[src/rtl/flb_pkg.sv]
package flb_pkg;
  localparam int unsigned NBUF  = 4;
  localparam int unsigned IDX_W = $clog2(NBUF);

  typedef enum logic [1:0] {
    PM_SHARED     = 2'b00,
    PM_SPLIT_2I2D = 2'b01,
    PM_SPLIT_3I1D = 2'b10,
    PM_SHARED_ALT = 2'b11
  } part_mode_e;

  typedef enum logic [1:0] {ST_IDLE, ST_FILL, ST_PREF} fsm_e;

  function automatic logic [NBUF-1:0] allow_mask(input logic [1:0] mode, input logic instr);
    case (mode)
      PM_SPLIT_2I2D: allow_mask = instr ? NBUF'(4'b0011) : NBUF'(4'b1100);
      PM_SPLIT_3I1D: allow_mask = instr ? NBUF'(4'b0111) : NBUF'(4'b1000);
      default:       allow_mask = '1;
    endcase
  endfunction
endpackage

[src/rtl/flb_lookup.sv]
module flb_lookup import flb_pkg::*; #(
  parameter int unsigned LINE_AW = 12
) (
  input  logic                              clk_i,
  input  logic                              rst_ni,
  input  logic [LINE_AW-1:0]                line_i,
  input  logic [LINE_AW-1:0]                pf_line_i,
  input  logic [NBUF-1:0]                   mask_i,
  input  logic [NBUF-1:0]                   valid_i,
  input  logic [NBUF-1:0][LINE_AW-1:0]      tags_i,
  input  logic [NBUF-1:0][IDX_W-1:0]        rank_i,
  output logic                              hit_o,
  output logic [IDX_W-1:0]                  hit_idx_o,
  output logic                              pf_hit_o,
  output logic [IDX_W-1:0]                  victim_o
);
  logic [NBUF-1:0] match, pf_match;

  for (genvar g = 0; g < NBUF; g++) begin : g_cmp
    assign match[g]    = valid_i[g] & mask_i[g] & (tags_i[g] == line_i);
    assign pf_match[g] = valid_i[g] & mask_i[g] & (tags_i[g] == pf_line_i);
  end

  assign hit_o    = |match;
  assign pf_hit_o = |pf_match;

  always_comb begin
    hit_idx_o = '0;
    for (int i = 0; i < NBUF; i++)
      if (match[i]) hit_idx_o = IDX_W'(i);
  end

  // invalid slot first (lowest index), else oldest rank within the mask
  always_comb begin
    logic             got_inv, got_any;
    logic [IDX_W-1:0] inv_idx, lru_idx, best;
    got_inv = 1'b0; got_any = 1'b0;
    inv_idx = '0;   lru_idx = '0;   best = '0;
    for (int i = 0; i < NBUF; i++) begin
      if (mask_i[i]) begin
        if (!valid_i[i] && !got_inv) begin
          got_inv = 1'b1;
          inv_idx = IDX_W'(i);
        end
        if (!got_any || rank_i[i] > best) begin
          got_any = 1'b1;
          best    = rank_i[i];
          lru_idx = IDX_W'(i);
        end
      end
    end
    victim_o = got_inv ? inv_idx : lru_idx;
  end


  uniq_hit_chk: assert property (@(posedge clk_i) disable iff (!rst_ni) $onehot0(match));
endmodule

[src/rtl/flb_lru.sv]
module flb_lru import flb_pkg::*; (
  input  logic                       clk_i,
  input  logic                       rst_ni,
  input  logic                       touch_i,
  input  logic [IDX_W-1:0]           touch_idx_i,
  output logic [NBUF-1:0][IDX_W-1:0] rank_o
);
  logic [NBUF-1:0][IDX_W-1:0] rank_q;

  always_ff @(posedge clk_i or negedge rst_ni) begin
    if (!rst_ni) begin
      for (int i = 0; i < NBUF; i++) rank_q[i] <= IDX_W'(i);
    end else if (touch_i) begin
      for (int i = 0; i < NBUF; i++) begin
        if (IDX_W'(i) == touch_idx_i)            rank_q[i] <= '0;
        else if (rank_q[i] < rank_q[touch_idx_i]) rank_q[i] <= rank_q[i] + 1'b1;
      end
    end
  end

  assign rank_o = rank_q;

  logic [NBUF-1:0] seen;
  always_comb begin
    seen = '0;
    for (int i = 0; i < NBUF; i++) seen[rank_q[i]] = 1'b1;
  end


  rank_perm_chk: assert property (@(posedge clk_i) disable iff (!rst_ni) $countones(seen) == NBUF);
endmodule

[src/rtl/flash_line_buf.sv]
module flash_line_buf import flb_pkg::*; #(
  parameter int unsigned LINE_AW = 12,
  parameter int unsigned DATA_W  = 32,
  parameter int unsigned WS_W    = 5
) (
  input  logic               clk_i,
  input  logic               rst_ni,
  input  logic               req_valid_i,
  input  logic [LINE_AW-1:0] req_line_i,
  input  logic               req_instr_i,
  input  logic               req_seq_i,
  input  logic               buf_en_i,
  input  logic [1:0]         part_mode_i,
  input  logic               pf_instr_en_i,
  input  logic               pf_data_en_i,
  input  logic [WS_W-1:0]    ws_emul_i,
  input  logic               inv_i,
  output logic               arr_req_o,
  output logic [LINE_AW-1:0] arr_line_o,
  input  logic               arr_ack_i,
  input  logic [DATA_W-1:0]  arr_data_i,
  output logic               busy_o,
  output logic               rsp_valid_o,
  output logic               rsp_hit_o,
  output logic [DATA_W-1:0]  rsp_data_o
);
  fsm_e                        state_q;
  logic [LINE_AW-1:0]          cur_q;
  logic                        instr_q, cach_q, drop_q;
  logic [NBUF-1:0]             valid_q;
  logic [NBUF-1:0][LINE_AW-1:0] tag_q;
  logic [NBUF-1:0][DATA_W-1:0]  data_q;
  logic [NBUF-1:0][IDX_W-1:0]   rank;

  logic               idle, accept, ws_on, inv_now, drop_eff;
  logic               look_instr, hit, pf_hit, hit_ok;
  logic               fill_done, install, go_pf, pf_type_en, touch;
  logic [LINE_AW-1:0] look_line, nxt_line;
  logic [NBUF-1:0]    mask;
  logic [IDX_W-1:0]   hit_idx, victim, touch_idx;

  assign idle       = (state_q == ST_IDLE);
  assign accept     = idle & req_valid_i;
  assign ws_on      = |ws_emul_i;
  assign inv_now    = inv_i | ~buf_en_i | (accept & ~req_seq_i & ws_on);
  assign drop_eff   = drop_q | inv_now;
  assign look_line  = idle ? req_line_i  : cur_q;
  assign look_instr = idle ? req_instr_i : instr_q;
  assign nxt_line   = cur_q + LINE_AW'(1);
  assign mask       = allow_mask(part_mode_i, look_instr);

  flb_lookup #(.LINE_AW(LINE_AW)) u_lookup (
    .clk_i     (clk_i),
    .rst_ni    (rst_ni),
    .line_i    (look_line),
    .pf_line_i (nxt_line),
    .mask_i    (mask),
    .valid_i   (valid_q),
    .tags_i    (tag_q),
    .rank_i    (rank),
    .hit_o     (hit),
    .hit_idx_o (hit_idx),
    .pf_hit_o  (pf_hit),
    .victim_o  (victim)
  );

  assign hit_ok     = accept & hit & buf_en_i & ~ws_on;
  assign fill_done  = (state_q == ST_FILL) & arr_ack_i;
  assign pf_type_en = instr_q ? pf_instr_en_i
                              : (pf_data_en_i & (part_mode_i != PM_SPLIT_3I1D));
  assign install    = arr_ack_i & (((state_q == ST_FILL) & cach_q & ~drop_eff) |
                                   ((state_q == ST_PREF) & ~inv_now));
  assign go_pf      = fill_done & cach_q & ~drop_eff & pf_type_en & ~pf_hit;
  assign touch      = hit_ok | install;
  assign touch_idx  = hit_ok ? hit_idx : victim;

  flb_lru u_lru (
    .clk_i       (clk_i),
    .rst_ni      (rst_ni),
    .touch_i     (touch),
    .touch_idx_i (touch_idx),
    .rank_o      (rank)
  );

  always_ff @(posedge clk_i or negedge rst_ni) begin
    if (!rst_ni) begin
      state_q <= ST_IDLE;
      cur_q   <= '0;
      instr_q <= 1'b0;
      cach_q  <= 1'b0;
      drop_q  <= 1'b0;
    end else begin
      unique case (state_q)
        ST_IDLE: if (accept && !hit_ok) begin
          state_q <= ST_FILL;
          cur_q   <= req_line_i;
          instr_q <= req_instr_i;
          cach_q  <= buf_en_i & ~ws_on;
          drop_q  <= 1'b0;
        end
        ST_FILL: begin
          drop_q <= drop_eff;
          if (arr_ack_i) begin
            state_q <= go_pf ? ST_PREF : ST_IDLE;
            if (go_pf) cur_q <= nxt_line;
          end
        end
        ST_PREF: if (inv_now || arr_ack_i) state_q <= ST_IDLE;
        default: state_q <= ST_IDLE;
      endcase
    end
  end

  always_ff @(posedge clk_i or negedge rst_ni) begin
    if (!rst_ni) begin
      valid_q <= '0;
      tag_q   <= '0;
      data_q  <= '0;
    end else begin
      if (install) begin
        tag_q[victim]  <= cur_q;
        data_q[victim] <= arr_data_i;
      end
      for (int i = 0; i < NBUF; i++) begin
        if (inv_now)                                valid_q[i] <= 1'b0;
        else if (install && victim == IDX_W'(i))    valid_q[i] <= 1'b1;
      end
    end
  end

  always_ff @(posedge clk_i or negedge rst_ni) begin
    if (!rst_ni) begin
      rsp_valid_o <= 1'b0;
      rsp_hit_o   <= 1'b0;
      rsp_data_o  <= '0;
    end else begin
      rsp_valid_o <= hit_ok | fill_done;
      rsp_hit_o   <= hit_ok;
      rsp_data_o  <= hit_ok ? data_q[hit_idx] : arr_data_i;
    end
  end

  assign busy_o     = ~idle;
  assign arr_req_o  = ~idle;
  assign arr_line_o = cur_q;


  inv_clear_chk: assert property (@(posedge clk_i) disable iff (!rst_ni) inv_i |=> (valid_q == '0));

  en_clear_chk: assert property (@(posedge clk_i) disable iff (!rst_ni) !buf_en_i |=> (valid_q == '0));

  hit_no_fetch_chk: assert property (@(posedge clk_i) disable iff (!rst_ni) hit_ok |=> !arr_req_o);

  split3_no_data_pf_chk: assert property (@(posedge clk_i) disable iff (!rst_ni)
    (state_q == ST_PREF) |-> (instr_q || part_mode_i != PM_SPLIT_3I1D));

  pf_abort_chk: assert property (@(posedge clk_i) disable iff (!rst_ni)
    (state_q == ST_PREF && inv_now) |=> !arr_req_o);

  busy_rsp_chk: assert property (@(posedge clk_i) disable iff (!rst_ni)
    (accept && !hit_ok) |=> busy_o);
endmodule

[config.mk]
export PLATFORM = sky130hd
export DESIGN_NAME = flash_line_buf
export DESIGN_NICKNAME = d
export VERILOG_FILES = /design/src/rtl/flb_pkg.sv /design/src/rtl/flb_lookup.sv /design/src/rtl/flb_lru.sv /design/src/rtl/flash_line_buf.sv
export SDC_FILE = /design/constraint.sdc
export NUM_CORES = 1
export LEC_CHECK = 0
export ABC_AREA = 0
export BUFFER_PORTS_ARGS = -buffer_cell sky130_fd_sc_hd__buf_4
export CAP_MARGIN = 20
export CORE_ASPECT_RATIO = 1.5
export CORE_MARGIN = 4
export CORE_UTILIZATION = 55
export CTS_CLUSTER_DIAMETER = 100
export DETAILED_ROUTE_END_ITERATION = 6
export GPL_TIMING_DRIVEN = 0
export PLACE_DENSITY_LB_ADDON = 0.15
export SLEW_MARGIN = 20
export SYNTH_ARGS = -nofsm -noshare
export SYNTH_HDL_FRONTEND = slang
export SYNTH_SLANG_ARGS = --single-unit
[constraint.sdc]
create_clock -name clk_i -period 13.98 [get_ports clk_i]
set_input_delay 2.796 -clock clk_i [delete_from_list [all_inputs] [get_ports clk_i]]
set_output_delay 2.796 -clock clk_i [all_outputs]
set_load 0.005 [all_outputs]
Yosys cells after proc, flatten, opt, wreduce, memory -nomap -nowiden
Index checks and enable logic that the tools add are counted.
{"block": "word_totals", "register_bits": 239, "output_inout_bits": 48, "wordCells": 230}
{"block": "classes", "reduce_logical": 46, "n_lt_le_gt_ge": 11, "bitwise_logic": 42, "mux": 79, "add_sub_neg": 5, "n_eq_ne": 23}
{"operator": "128-bit bitwise mux", "count": 1}
{"operator": "12-bit == test", "count": 8}
{"operator": "32-bit two-way mux", "count": 3}
{"operator": "32-bit binary-select mux with 2-bit select", "count": 1}
{"operator": "32-bit demux with 2-bit select", "count": 1}
{"operator": "2-bit two-way mux", "count": 32}
{"operator": "12-bit two-way mux", "count": 5}
{"operator": "48-bit bitwise mux", "count": 1}
{"operator": "1-bit AND", "count": 29}
{"operator": "1-bit two-way mux", "count": 27}
{"operator": "12-bit demux with 2-bit select", "count": 1}
{"operator": "12-bit case mux with 2 select lines", "count": 1}
{"operator": "2-bit nonzero test", "count": 9}
{"operator": "12-bit by 1-bit adder with 12-bit output, second input constant", "count": 1}
{"operator": "2-bit AND reduction", "count": 6}
{"operator": "1-bit logical NOT", "count": 10}
{"operator": "1-bit logical AND", "count": 9}
{"operator": "2-bit by 3-bit less-than comparator with 1-bit output, second input constant", "count": 3}
{"operator": "2-bit by 1-bit adder with 2-bit output, second input constant", "count": 4}
{"operator": "2-bit == test, second input constant", "count": 4}
{"operator": "2-bit less-than comparator", "count": 4}
{"operator": "4-bit two-way mux", "count": 2}
{"operator": "4-bit case mux with 2 select lines", "count": 1}
{"operator": "4-bit OR reduction", "count": 2}
{"operator": "17 further kinds", "count": 41}

Depth between registers and ports, before layout
Gate-level depths: netlist of run 1.
{"block": "logic_depth", "word_depth": 24, "mapped_depth": 30, "depth_no_buf": 28}

Modules after synthesis
From an unflattened synthesis of run 1, not the netlist that was laid out.
{"block": "hier_totals", "hier_cells": 937, "area_unflattened_um2": 12664.6}
{"module": "flash_line_buf", "cells_each": 678, "instances": 1, "area_per_inst_um2": 10556.4}
{"module": "flb_lookup", "cells_each": 193, "instances": 1, "area_per_inst_um2": 1438.9}
{"module": "flb_lru", "cells_each": 66, "instances": 1, "area_per_inst_um2": 669.4}

Worst setup path after synthesis of run 1
No wires, ideal clock.
{"block": "synth_timing", "path_type": "input to register", "start": "input port part_mode_i[0]", "end": "register tag_q[21] (netlist bit)", "n_path_buf": 3, "setup_slack_ps": 5996, "cell_stages": 28, "t_arrival_ps": 7860, "cell_sequence": "inv_1 > ha_1 > clkbuf_1 > inv_1 > a31oi_2 > nand2_1 > ha_1 > nor2b_1 > o21ai_0 > nand2_1 > o21ai_0 > nand2_1 > ha_1 > nor2b_1 > o21ai_0 > o21ai_0 > mux2_2 > ha_1 > nand2b_1 > nand3b_1 > nand4_1 > nand2_1 > a2bb2oi_1 > inv_1 > nor2_1 > buf_1 > clkbuf_1 > mux2_2"}
{"block": "synth_between", "elab_chain_cells": 21}
{"item": "start: declaration", "line": "flash_line_buf.sv:13", "text": "input logic [1:0] part_mode_i,"}
{"item": "2-bit == test or 2-bit by 1-bit == test with 1-bit output (tied branches)", "line": "flb_pkg.sv:15", "text": "case (mode)"}
{"item": "4-bit case mux with 2 select lines (*)", "line": "flb_pkg.sv:15"}
{"item": "2-bit two-way mux or 1-bit two-way mux (tied branches)", "line": "flb_lookup.sv:40", "text": "if (mask_i[i]) begin"}
{"item": "2-bit > comparator (tied with other cells)", "line": "flb_lookup.sv:45", "text": "if (!got_any || rank_i[i] > best) begin"}
{"item": "1-bit logical OR or 1-bit logical AND (tied branches)", "line": "flb_lookup.sv:45, flb_lookup.sv:41"}
{"item": "2-bit two-way mux (tied with other cells)", "line": "flb_lookup.sv:45"}
{"item": "2-bit two-way mux or 1-bit two-way mux (tied branches)", "line": "flb_lookup.sv:40"}
{"item": "2-bit > comparator (tied with other cells)", "line": "flb_lookup.sv:45"}
{"item": "(+5 left out)"}
{"item": "2-bit two-way mux (tied with other cells)", "line": "flb_lookup.sv:45"}
{"item": "2-bit two-way mux or 1-bit two-way mux (tied branches)", "line": "flb_lookup.sv:40"}
{"item": "2-bit two-way mux (*)", "line": "flb_lookup.sv:52", "text": "victim_o = got_inv ? inv_idx : lru_idx;"}
{"item": "2-bit by 3-bit less-than comparator with 1-bit output (not written as such) or 2-bit by 1-bit >= comparator with 1-bit output (tied branches)", "line": "flash_line_buf.sv:121", "text": "tag_q[victim] <= cur_q;"}
{"item": "1-bit logical AND (not written as such)", "line": "flash_line_buf.sv:121"}
{"item": "12-bit two-way mux (not written as such)", "line": "flash_line_buf.sv:121"}
{"item": "12-bit demux with 2-bit select (*)", "line": "flash_line_buf.sv:121"}
{"item": "48-bit bitwise mux (*)", "line": "flash_line_buf.sv:121"}
{"item": "end signal: indexed assignment", "line": "flash_line_buf.sv:121"}
{"item": "end: declaration", "line": "flash_line_buf.sv:31", "text": "logic [NBUF-1:0][LINE_AW-1:0] tag_q;"}
Mark *: on every way between the ends. The rest lies on a longest branch, timed or not.
A chain may end at the register's enable or synchronous reset.

Worst setup path after layout of run 1
Same ends and word-level chain as after synthesis.

==> results of run 1 <==
## cells by family after synthesis
group,share of synthesized area [%]
AND/OR/NAND/NOR,11.6
AO/OA/AOI/OAI,13.7
flip-flops,46.4
multiplexers,16.7
buffers and inverters,4.08
XOR/XNOR,6.69
adder cells (fa/ha/maj),0.873
## per-stage QoR
step                      power, mW  worst slack, ns  area [µm²]  utilization [%]  cells
after floorplan                1.05             6.00       12900                -   1263
after global placement         1.23             4.53       14100             61.1   1683
after detailed placement       1.23             4.44       14100             61.4   1685
after CTS                      1.92             4.96       15000             65.1   1728
after global routing           2.00             4.44       15000             65.1   1728
final                          1.92             4.90       15000             65.1   1728
## worst paths after layout
kind / start / endpoint / slack, ns
min in group asynchronous: rst_ni / arr_line_o[3] / 2.19
setup / recovery: part_mode_i[0] / tag_q[21] / 4.90
hold reg to reg: drop_q / drop_q / 0.49
setup reg to reg: state_q[0] / tag_q[21] / 6.92
max in group asynchronous: rst_ni / data_q[42] / 10.92
hold / removal: drop_q / drop_q / 0.49
## area by class of cell
class	instances	area, µm²	share of cell area, %
buffer	79	343	2.29
timing repair buffer	107	851	5.67
sequential	239	5990	39.9
clock inverter	7	114	0.759
multi-input combinational	896	6390	42.6
inverter	49	184	1.23
clock buffer	36	737	4.91
tap	315	394	2.63
## worst reg2reg max path, stage by stage (launching register included)
cell       delay (ns)
dfrtp_1          0.48
or3b_1           0.49
a31oi_2          0.45
nand2_1          0.11
ha_1             0.30
nor2b_1          0.13
o21ai_0          0.43
nand2_1          0.09
o21ai_0          0.10
nand2_1          0.10
ha_1             0.31
nor2b_1          0.11
o21ai_0          0.11
o21ai_0          0.32
mux2_2           0.38
ha_1             0.29
nand2b_1         0.06
nand3b_1         0.10
nand4_1          0.09
nand2_1          0.07
a2bb2oi_1        0.41
inv_1            0.11
nor2_1           0.31
buf_1            0.55
clkbuf_1         0.64
mux2_2           0.42
## metal layers
layer	part of all wire [%]	wire length, µm	vias to the layer above	GRT usage [%]
li1	-	-	4729	-
met1	39	15200	5099	36.4
met2	51	19600	337	52.2
met3	4.8	1860	106	3.69
met4	5.4	2090	0	14.3
met5	0	0	-	0
## cell usage in the layout, fill, tap and decap left out, types with 10 or more instances in the layout
cell type	instances
dfrtp_1	235
buf_2	13
a21oi_1	56
nor2b_1	10
mux2i_1	43
clkbuf_1	49
o22ai_1	16
nand2b_1	18
o21ai_0	112
inv_1	45
nand4_1	11
a211oi_1	10
nor2_1	79
nor3_1	14
mux2_2	153
nand2_1	119
nand3_1	25
buf_1	14
xor2_1	34
xnor2_1	59
clkbuf_16	25
buf_4	110
## power by group
group	leakage (nW)	switching [mW]	internal, mW
Clock	0.421	0.274	0.419
Combinational	3.49	0.292	0.179
Sequential	3.16	0.0325	0.726
## flip-flops by register name, summed over array words and instances, names as in the netlist
signal	flops
cach_q	1
u_lru.rank_o	8
instr_q	1
drop_q	1
arr_line_o	12
rsp_valid_o	1
valid_q	4
state_q	2
rsp_hit_o	1
data_q	128
rsp_data_o	32
tag_q	48
==> results by group, run 1 <==
Synth
  • Count leader, synth: dfrtp_1
  • Top-area cell type share of the netlist area: roughly 46%
  • Post-synthesis cell type count: between 80 and 90
  • Post-synthesis cell count: between 1000 and 1500
  • Synth Warn #: 0
  • Synthesized area: ~0.013 mm²
  • EDFF count, synth: 0
  • Synth cell count leaders: dfrtp_1, mux2_2, nand2_1
  • Synth Area per Inst: between 10 and 15 µm²
  • Top post-synthesis cells by area: dfrtp_1, mux2_2, o21ai_0
  • Sequential-to-total area share from yosys stat: 46.4%
  • Syn_nets: approximately 1300
  • Most used DFF post-synth: dfrtp_1
  • Largest area contributor in the netlist: dfrtp_1
  • Synthesized flop and latch total: roughly 240
  • Async set-reset flop share out of synthesis: 100%

Clock network
  • Clock buffer depth: 3
  • Clock slew seen by the registers of the worst setup and hold paths: around 0.07 ns
  • Postcts setup bufs: 0
  • Clock Latency Late Sink: between 0.5 and 0.6 ns
  • Htree depth: 1
  • Cts bufs inserted: 24
  • Post-CTS Hold Fix Bufs: 0
  • Post-CTS Resized: 0
  • CTS tree: done
  • CTS root buffer: clkbuf_16
  • Clock sink total: 239

Final layout
  • Filler cell count: a little under 2000
  • NumNets Final: between 1000 and 1500
  • Share of cells above drive strength 1: 24.7%
  • Ant. Diodes: 0
  • Synth-to-layout area growth: 16.2%

Run
  • Number of max-cap violations: 0

Global route
  • First-pass GRT wire length: just over 60000 µm
  • Grt total ovfl: 0
  • Vias in the first global route: between 10000 and 15000
  • Largest net degree at the start of global routing: between 100 and 150
  • Gr usage total: between 20 and 30%
  • Initial antenna violation count: 0

Worst setup path
  • CP Class: in2reg
  • CP endpoint kind: flop
  • CP Max Fanout: 10
  • Worst endpoint required time: around 14 ns
  • Reg2Reg Depth: 25
  • Crit path max-delay family: buffers and inverters
  • Critical Path Stages: 29
  • Critical Path AT: ~9.5 ns
  • Worst path max stage delay: ~0.64 ns
  • Bufs and invs on worst path: 7
  • Slowest stage cell, crit path: clkbuf_1
  • Startpoint Class: input port

STA
  • Fin Setup TNS: 0 ns
  • RSZ-0062 raised after global routing: false
  • Tmin final: between 9 and 10 ns
  • Maximum clock frequency: approximately 110 MHz
  • Worst Max-Slew Pin Slew: ~1 ns
  • Final Hold Viols: 0
  • Max-slew violations: 0
  • Final worst-path cycle share: approximately 65%
  • Clk_skew: between 0.01 and 0.015 ns
  • Hold Slack: just under 0.5 ns
  • Max_slew headroom: 32.4%
  • Setup-failing EPs final: 0

Pwr
  • Pwr Density: approximately 130 mW/mm²
  • Leakage: approximately 7.1 nW
  • Peak VDD IR: 0.140 mV

Route
  • WL per Instance: about 22 µm
  • Initial DRT Pass Iterations: 5
  • Antenna viol nets, final: 0
  • Post-route DRC violation count: 0
  • DR vias: just over 10000
  • Initial DRC count: 744
  • Final wirelength: 38800 µm
  • Vias per cell: slightly below 6

Die
  • Placement Rows: between 60 and 70
  • Die Wd: 133 µm
  • Total die area: between 0.02 and 0.03 mm²
  • Die Height: ~200 µm
  • Initial Util: 56.0%
  • Io pins: 109
  • Total core area: approximately 0.023 mm²

Min path
  • Hold Path Class: reg2reg
  • Hold Path Stages: 2

Outcome
  • Status: complete, no violations

Place
  • Dpl hpwl: roughly 28000 µm
  • RePlAce Congestion: 1.04
  • I/O Buffers: 105
No activity file was read; power rests on OpenSTA's default activity.
==> inputs of run 2 (changes only) <==
--- a/config.mk
+++ b/config.mk
@@ -5,7 +5,7 @@
 export SDC_FILE = /design/constraint.sdc
 export NUM_CORES = 1
 export LEC_CHECK = 0
-export ABC_AREA = 0
+export ABC_AREA = 1
 export BUFFER_PORTS_ARGS = -buffer_cell sky130_fd_sc_hd__buf_4
 export CAP_MARGIN = 20
 export CORE_ASPECT_RATIO = 1.5
==> constraint.sdc (replaced) <==
create_clock -name clk_i -period 9.4 [get_ports clk_i]
set_input_delay 1.88 -clock clk_i [delete_from_list [all_inputs] [get_ports clk_i]]
set_output_delay 1.88 -clock clk_i [all_outputs]
set_load 0.005 [all_outputs]
==> run 2 against run 1 <==
Effect of this change: non-clock buffer count decreased by 3; die area increased by 1.5%; via count increased by 23%; critical path depth increased by 13; combinational power increased by 70%; critical path type unchanged.
==> results by group, run 2 <==
Final layout
  • Max reg flops: around 130
  • Filler cell count: 2115
  • Util after Layout: between 60% and 70%
  • Largest Register: data_q
  • Share of cells above drive strength 1: between 10% and 20%
  • Top flop regs: data_q: 128 flops, tag_q: 48 flops, rsp_data_o: 32 flops
  • Most frequent cells in the layout: nand2_1, o21ai_0, dfrtp_1
  • Synth-to-layout area growth: 15.8%
  • NumNets Final: between 2000 and 2500
  • Most common cell after layout, fill and taps aside: nand2_1
  • Ant. Diodes: 0

Route
  • Initial DRT Pass Iterations: 5
  • Vias per cell: 5.54
  • DR vias: around 13000
  • Antenna viol nets, final: 0
  • Post-route DRC violation count: 0
  • WL per Instance: 17.5 µm
  • Final wirelength: between 30000 and 40000 µm
  • Initial DRC count: between 900 and 1000

Synth
  • Post-synthesis cell type count: between 40 and 50
  • Count leader, synth: nand2_1
  • Syn_nets: around 1900
  • Post-synthesis mux area share: 0%
  • Synth Warn #: 0
  • Synth Area in Adders: less than 1%
  • EDFF count, synth: 0
  • Largest area contributor in the netlist: dfrtp_1
  • Post-Synth XOR/XNOR Area: slightly below 2%
  • Async set-reset flop share out of synthesis: 100%
  • Synthesized flop and latch total: 239
  • Synth cell count leaders: nand2_1, o21ai_0, dfrtp_1
  • Synth Area per Inst: slightly above 7 µm²
  • Complex-gate fraction of the synthesized area: between 10% and 20%
  • Post-synthesis cell count: approximately 1800
  • Simple-gate share of the synthesized area: between 20% and 30%
  • Largest family of logic cells by synthesized area: simple AND/OR/NAND/NOR gates
  • Top-area cell type share of the netlist area: 44.8%
  • Most used DFF post-synth: dfrtp_1
  • Synthesized area: between 0.01 and 0.015 mm²
  • Sequential-to-total area share from yosys stat: a little under half
  • Top post-synthesis cells by area: dfrtp_1, nand2_1, o21ai_0

Die
  • Total core area: about 0.023 mm²
  • Placement Rows: 68
  • Io pins: around 110
  • Die Wd: roughly 130 µm
  • Initial Util: between 50% and 60%
  • Total die area: 0.0264 mm²
  • Die Height: roughly 200 µm

STA
  • Worst Max-Slew Pin Slew: 0.965 ns
  • Clk_skew: 0.0187 ns
  • Final Hold Viols: 0
  • Max_slew headroom: roughly a third
  • Fin Setup TNS: 0 ns
  • Setup-failing EPs final: 0
  • Tmin final: 6.66 ns
  • Max-slew violations: 0
  • Final worst-path cycle share: 70.8%
  • RSZ-0062 raised after global routing: false
  • Maximum clock frequency: approximately 150 MHz

Worst setup path
  • Critical Path Stages: between 40 and 50
  • Crit path max-delay family: simple AND/OR/NAND/NOR gates
  • CP Class: in2reg
  • CP Max Fanout: 8
  • Worst endpoint required time: between 9 and 10 ns
  • Critical Path AT: a little over 7 ns
  • Bufs and invs on worst path: 9
  • Startpoint Class: input port
  • Slowest stage cell, crit path: o21ai_1
  • Reg2Reg Depth: 40
  • Worst path max stage delay: ~0.35 ns
  • CP most frequent cell: nand2_1
  • CP endpoint kind: flop

Global route
  • Initial antenna violation count: 0
  • Largest net degree at the start of global routing: a little over 100
  • Gr usage total: 30.4%
  • First-pass GRT wire length: roughly 64000 µm
  • Grt total ovfl: 0
  • Vias in the first global route: about 13000

Clock network
  • Post-CTS Resized: 0
  • Clock Latency Late Sink: around 0.53 ns
  • Cts bufs inserted: 25
  • Post-CTS Hold Fix Bufs: 0
  • Postcts setup bufs: 0
  • Clock sink total: between 200 and 250
  • Clock buffer depth: 3
  • Htree depth: 1
  • Clock slew seen by the registers of the worst setup and hold paths: 0.06 ns
  • CTS tree: done
  • CTS root buffer: clkbuf_16

Place
  • I/O Buffers: 108
  • RePlAce Congestion: 0.937
  • Dpl hpwl: 29500 µm

Pwr
  • Pwr Density: a little under 200 mW/mm²
  • Leakage: ~7.6 nW
  • Peak VDD IR: about 0.14 mV

Outcome
  • Status: complete, no violations

Min path
  • Hold Path Stages: 2
  • Hold Path Class: reg2reg

Run
  • Number of max-cap violations: 0
## run 2: worst min-delay path: cells and delay by family (launching register included)
kind	cells	cell delay, ns
AND/OR/NAND/NOR	1	0.05
flip-flops	1	0.34
AO/OA/AOI/OAI	1	0.06
## run 2: layout make-up
cell class | instances | area, µm² | share of cell area (%)
multi-input cells | 1297 | 6020 | 39.7
clock buffers | 35 | 713 | 4.70
plain buffers | 73 | 352 | 2.32
well taps | 315 | 394 | 2.60
repair buffers | 110 | 873 | 5.75
flip-flops and latches | 239 | 5990 | 39.4
inverters | 201 | 754 | 4.97
clock inverters | 10 | 88.8 | 0.585
## run 2: worst paths after layout
| path | from | to | slack, ns |
|---|---|---|---|
| setup / recovery | part_mode_i[0] | u_lru.rank_o[3] | 2.74 |
| hold / removal | data_q[81] | data_q[81] | 0.48 |
| setup reg to reg | state_q[0] | u_lru.rank_o[3] | 3.78 |
| hold reg to reg | data_q[81] | data_q[81] | 0.48 |
| max in group asynchronous | rst_ni | data_q[72] | 7.24 |
| min in group asynchronous | rst_ni | arr_line_o[0] | 1.29 |
## run 2: stage by stage
| stage | std cells | instance area [µm²] | hold slack (ns) | total power [mW] | setup slack [ns] |
|---|---|---|---|---|---|
| floorplan | 1810 | 13100 | 0.448 | 1.66 | 3.09 |
| global placement | 2233 | 14300 | 0.461 | 1.95 | 2.45 |
| detailed placement | 2235 | 14400 | 0.468 | 1.96 | 2.32 |
| CTS | 2280 | 15200 | 0.483 | 2.93 | 2.80 |
| global route | 2280 | 15200 | 0.502 | 3.09 | 2.04 |
| finish | 2280 | 15200 | 0.480 | 2.93 | 2.74 |
## run 2: power by group
group	switching [mW]	leakage [nW]	internal, mW
logic	0.541	4.04	0.262
clock network	0.420	0.385	0.558
registers	0.0620	3.21	1.09
## run 2: kinds of logic (layout without fill, tap and decap cells)
group	Yosys count	in the layout
xor gates and xnor gates	29	29
DFF	239	239
and+or+nand+nor	886	886
AOI/OAI and AO/OA	373	373
buffers and inverters	274	429
adders and majority gates	9	9
## run 2: layer usage
layer  track usage [%]  wire length (µm)
met2              53.8             20000
met4              16.2              2190
met3              2.88              2040
met1              36.5             15600
met5                 0                 0
